`config.mk`:
```
export PLATFORM = sky130hd
export DESIGN_NAME = arb_tree4
export DESIGN_NICKNAME = d
export VERILOG_FILES = /design/src/rtl/arb_tree_pkg.sv /design/src/rtl/ring_node.sv /design/src/rtl/port_dismiss.sv /design/src/rtl/arb_tree4.sv
export SDC_FILE = /design/constraint.sdc
export NUM_CORES = 1
export LEC_CHECK = 0
export ABC_AREA = 1
export ABC_CLOCK_PERIOD_IN_PS = 1000
export BUFFER_PORTS_ARGS = -buffer_cell sky130_fd_sc_hd__buf_4
export CORE_ASPECT_RATIO = 0.75
export CORE_MARGIN = 1.5
export CORE_UTILIZATION = 50
export CTS_CLUSTER_DIAMETER = 200
export DETAILED_ROUTE_END_ITERATION = 8
export PLACE_DENSITY = 0.82
export SLEW_MARGIN = 20
export SYNTH_ARGS = -nofsm -noshare
export SYNTH_HDL_FRONTEND = slang
export SYNTH_SLANG_ARGS = --single-unit
export TNS_END_PERCENT = 30
```
`constraint.sdc`:
```
create_clock -name clk -period 1 [get_ports clk]
set_input_delay 0.25 -clock clk [delete_from_list [all_inputs] [get_ports clk]]
set_output_delay 0.25 -clock clk [all_outputs]
set_load 0.02 [all_outputs]
```
`src/rtl/arb_tree_pkg.sv`:
```
package arb_tree_pkg;

    // State of a two-input ring node
    typedef enum logic [1:0] {
        N_IDLE   = 2'd0,
        N_DECIDE = 2'd1,
        N_BUSY   = 2'd2
    } node_st_e;

    // State of a dismiss buffer in front of an outer port
    typedef enum logic [1:0] {
        B_IDLE = 2'd0,
        B_WAIT = 2'd1,
        B_DONE = 2'd2
    } buf_st_e;

endpackage

```
`src/rtl/ring_node.sv`:
```
module ring_node
    import arb_tree_pkg::*;
#(
    parameter int NIN        = 2,
    parameter int DECIDE_CYC = 4
) (
    input  logic           clk,
    input  logic           rst_n,
    input  logic [NIN-1:0] in_req,
    output logic [NIN-1:0] in_ack,
    output logic           out_req,
    input  logic           out_ack
);

    localparam int IW = (NIN > 1) ? $clog2(NIN) : 1;
    localparam int CW = (DECIDE_CYC > 1) ? $clog2(DECIDE_CYC) : 1;
    localparam logic [CW-1:0] CNT_LAST = CW'(DECIDE_CYC - 1);
    localparam logic [IW-1:0] WIN_INIT = IW'(NIN - 1);

    typedef struct packed {
        node_st_e      st;
        logic [CW-1:0] cnt;
        logic [IW-1:0] win;
        logic [IW-1:0] last;
    } node_t;

    node_t q, d;

    // Scan from the input after the last served one; the nearest requester wins.
    function automatic logic [IW-1:0] ring_pick(input logic [NIN-1:0] r,
                                                input logic [IW-1:0]  lst);
        logic [IW-1:0] sel;
        int            idx;
        sel = lst;
        for (int k = NIN; k >= 1; k--) begin
            idx = int'(lst) + k;
            if (idx >= NIN) idx = idx - NIN;
            if (r[idx]) sel = IW'(idx);
        end
        return sel;
    endfunction

    always_comb begin
        d = q;
        case (q.st)
            N_IDLE: begin
                if (|in_req) begin
                    d.st  = N_DECIDE;
                    d.cnt = '0;
                end
            end
            N_DECIDE: begin
                if (q.cnt == CNT_LAST) begin
                    d.win  = ring_pick(in_req, q.last);
                    d.last = ring_pick(in_req, q.last);
                    d.st   = N_BUSY;
                end else begin
                    d.cnt = q.cnt + 1'b1;
                end
            end
            N_BUSY: begin
                // Connection stays locked until the input resets and the server has reset
                if (!in_req[q.win] && !out_ack) d.st = N_IDLE;
            end
            default: d.st = N_IDLE;
        endcase
    end

    always_ff @(posedge clk) begin
        if (!rst_n) begin
            q.st   <= N_IDLE;
            q.cnt  <= '0;
            q.win  <= WIN_INIT;
            q.last <= WIN_INIT;
        end else begin
            q <= d;
        end
    end

    always_comb begin
        out_req = (q.st == N_BUSY) && in_req[q.win];
        in_ack  = '0;
        if (q.st == N_BUSY) in_ack[q.win] = out_ack;
    end

endmodule

```
`src/rtl/port_dismiss.sv`:
```
module port_dismiss
    import arb_tree_pkg::*;
(
    input  logic clk,
    input  logic rst_n,
    input  logic p_req,
    output logic p_ack,
    output logic i_req,
    input  logic i_ack
);

    typedef struct packed {
        buf_st_e st;
    } buf_t;

    buf_t q, d;

    always_comb begin
        d = q;
        case (q.st)
            B_IDLE: if (p_req) d.st = B_WAIT;
            B_WAIT: if (i_ack) d.st = B_DONE;
            B_DONE: if (!i_ack && !p_req) d.st = B_IDLE;
            default: d.st = B_IDLE;
        endcase
    end

    always_ff @(posedge clk) begin
        if (!rst_n) q.st <= B_IDLE;
        else        q <= d;
    end

    assign i_req = (q.st == B_WAIT);
    assign p_ack = (q.st == B_DONE);

endmodule

```
`src/rtl/arb_tree4.sv`:
```
module arb_tree4 #(
    parameter  int LEAF_FANIN = 2,
    parameter  int ROOT_FANIN = 2,
    parameter  int DECIDE_CYC = 4,
    localparam int NPORTS     = LEAF_FANIN * ROOT_FANIN
) (
    input  logic              clk,
    input  logic              rst_n,
    input  logic [NPORTS-1:0] port_req,
    output logic [NPORTS-1:0] port_ack,
    output logic              srv_req,
    input  logic              srv_ack
);

    logic [NPORTS-1:0]     inner_req;
    logic [NPORTS-1:0]     inner_ack;
    logic [ROOT_FANIN-1:0] leaf_req;
    logic [ROOT_FANIN-1:0] leaf_ack;

    for (genvar p = 0; p < NPORTS; p++) begin : g_buf
        port_dismiss u_buf (
            .clk   (clk),
            .rst_n (rst_n),
            .p_req (port_req[p]),
            .p_ack (port_ack[p]),
            .i_req (inner_req[p]),
            .i_ack (inner_ack[p])
        );
    end

    for (genvar s = 0; s < ROOT_FANIN; s++) begin : g_leaf
        ring_node #(
            .NIN        (LEAF_FANIN),
            .DECIDE_CYC (DECIDE_CYC)
        ) u_leaf (
            .clk     (clk),
            .rst_n   (rst_n),
            .in_req  (inner_req[s*LEAF_FANIN +: LEAF_FANIN]),
            .in_ack  (inner_ack[s*LEAF_FANIN +: LEAF_FANIN]),
            .out_req (leaf_req[s]),
            .out_ack (leaf_ack[s])
        );
    end

    ring_node #(
        .NIN        (ROOT_FANIN),
        .DECIDE_CYC (DECIDE_CYC)
    ) u_root (
        .clk     (clk),
        .rst_n   (rst_n),
        .in_req  (leaf_req),
        .in_ack  (leaf_ack),
        .out_req (srv_req),
        .out_ack (srv_ack)
    );

endmodule

```
==> metrics.cfg <==
[power]
clkPwrFrac = 0.238
internal-power_uw = 1323
powerDensity_nw_per_um2 = 1071
p_sw_uw = 610.4
sw_frac_of_total = 0.3157
p_leak_uw = 0.0007782
seq_power_share = 0.524
p_comb_frac = 0.238
vdd_drop_max_v = 0.0008363

[timing]
post-route-min-period_ns = 1.570
setup_viol = 28
tightest_slew_ns = 0.3414
fin_crit_sh = 1.570
drv_slew = 0
fmax_mhz = 636.8
relSlewSlack = 0.7714
final.setup.worst_slack_ns = -0.5702
finClkSkew_ns = 0.002131
rsz0062_at_grt = true
hold_violations = 0

[layout]
final_common_cell = buf_4
fillCellCount = 143
antenna_cells = 0
multiInputGateArea_um2 = 782.0
final_cells = 247
seqCellArea_um2 = 489.2
nets = 224
utilization = 0.7950
drive_above_1_share = 0.5681
syn_to_final_growth_pct = 52.54
final_cell_mix = 36 x buf_4, 31 x nand2_1, 20 x dfxtp_2, 15 x inv_1

[synthesis]
yosys.area.top_type = dfxtp_1
syn_area_um2 = 1184
syn_avg_cell_area_um2 = 6.963
netlist.area_leader.share = 0.3890
seq_area_frac_synth = 0.3890
syn_inst = 170
yosysUniqueCellTypes = 23
syn_nets = 180
synth_seq_cells = 23
yosysWarnings = 0
ys_top_cells_by_area = dfxtp_1 39%, nand2_1 10%, inv_1 6.7%

[floorplanning]
start_util = 0.5212
die_h_um = 45.14
die_w_um = 59.18
die_area_um2 = 2671
core_area_um2 = 2271
num_io_pins = 12
rows = 15

[flow_run]
cap_violations = 0

[setup_path]
path_class = flop to output pin
end_kind = output pin
startpoint_type = flop
worstPathArrival_ns = 1.32
cp.required_ns = 0.75
crit_fanout = 4

[clock_network]
cts-root-buf = clkbuf_4
clk_pin_slew_worst_paths_ns = 0.13
cts_sinks = 23
clk_latency_ns = 0.33
cts_htree_levels = 1
clock_path_buffers = 2
cts_made_buffers = 3
cts_hold_buf = 0
cts_tree = built

[detailed_routing]
num_vias = 1401
wirelength_um = 3956
via_per_inst = 5.672
drt_iter0_markers = 58
routedWlPerCell_um = 16.02
drtPass1Iterations = 4
drc = 0
postRouteAntennaNets = 0

[status]
violations = setup timing
status = finished, violations left

[grt]
grt_pass1_vias = 1257
overflow = 0
grt_pass1_wl_um = 5223
grt_start_max_net_pins = 17
grtUsageTotal = 0.2593
antenna_found_initial = 0

[placement]
numPortBuffers = 11
gp_congestion = 0.7931
dp_hpwl_um = 2200
place_inst = 236

[worst_hold_path]
worst_hold_path_type = primary input to flop

==> state kept, by name, summed over array words and instances, names as in the netlist <==
register and flops:
g_leaf.u_leaf.q 10, g_buf.u_buf.q 8, u_root.q 5
==> worst max-delay path, cell delays in order, from the launching register on <==
cell     delay, ns
dfxtp_2       0.39
nand3_1       0.11
nand2_2       0.12
nand3_4       0.09
a21oi_4       0.15
buf_6         0.12
==> worst paths after layout <==
kind                                                         start                                 end  slack, ns  cells past startpoint
worst max-delay path              g_buf[3].u_buf.q[0]$_SDFFE_PN0P_                             srv_req      -0.57                      5
worst min-delay path                                   port_req[3]    g_buf[3].u_buf.q[1]$_SDFFE_PN0P_       0.19                      3
worst max register to register    g_buf[0].u_buf.q[0]$_SDFFE_PN0P_  g_leaf[0].u_leaf.q[3]$_SDFFE_PN0P_      -0.26                      6
worst min register to register  g_leaf[0].u_leaf.q[3]$_SDFFE_PN0P_  g_leaf[0].u_leaf.q[3]$_SDFFE_PN0P_       0.49                      2
==> synth_stat cells <==
cell type and instances:
nor2_4 1, o21ai_0 8, buf_2 1, nand3_2 3, or2_1 1, nor2_2 5
nor3_1 2, o21ai_1 3, o31ai_1 1, inv_1 21, o211ai_1 2, nand2_1 33
nand4_1 1, a21oi_1 14, nor2_1 17, dfxtp_1 23, buf_4 4, o21bai_1 2
nand3_1 14, o311ai_0 1, ha_1 3, nand2_2 4, inv_2 6
==> area by class of cell <==
class	instances	share of cell area
multi-input combinational	115	0.4331
sequential	23	0.2710
inverter	27	0.05752
timing repair buffer	44	0.1996
clock buffer	3	0.01247
tap	34	0.02356
clock inverter	1	0.002772
==> metal layers <==
layer  GRT usage  part of all wire  vias to the layer above
met5           0                 0                        -
met2      0.4791              0.48                       86
li1            -                 -                      629
met4     0.08636             0.036                        0
met1      0.2895              0.40                      662
met3     0.06877             0.084                       24
==> cell families after synthesis <==
logic type	after synthesis	synth area share
flip-flops	23	0.3890
adder cells (fa/ha/maj)	3	0.03172
buffers and inverters	32	0.1152
AO/OA/AOI/OAI	31	0.1448
AND/OR/NAND/NOR	81	0.3192
==> power by group through the flow <==
stage | Sequential, uW | Clock [uW] | Combinational (uW)
finish | 1010 | 461 | 460
global route | 1020 | 500 | 488
CTS | 1010 | 443 | 370
detailed placement | 1020 | 0 | 333
global placement | 1020 | 0 | 307
floorplan | 1020 | 0 | 175
==> through the flow <==
step / setup WS (ns) / instance area (um2) / TNS (ns) / hold slack, ns / total power, uW
global route: -0.6079 / 1805 / -6.943 / 0.1909 / 2005
finish: -0.5702 / 1805 / -5.301 / 0.1947 / 1934
global placement: -0.1632 / 1506 / -1.346 / 0.4520 / 1324
CTS: -0.5218 / 1677 / -3.357 / 0.1979 / 1820
detailed placement: -0.2159 / 1506 / -2.488 / 0.4711 / 1353
floorplan: -0.08431 / 1221 / -0.2770 / 0.3809 / 1198
==> repair_timing <==
item                       4_1_cts  5_1_grt
setup endpoints to repair       28       28
setup buffers                    3        6
resized for setup               49       23
pin swaps                        6       14
(Power assumes the default switching activity.)
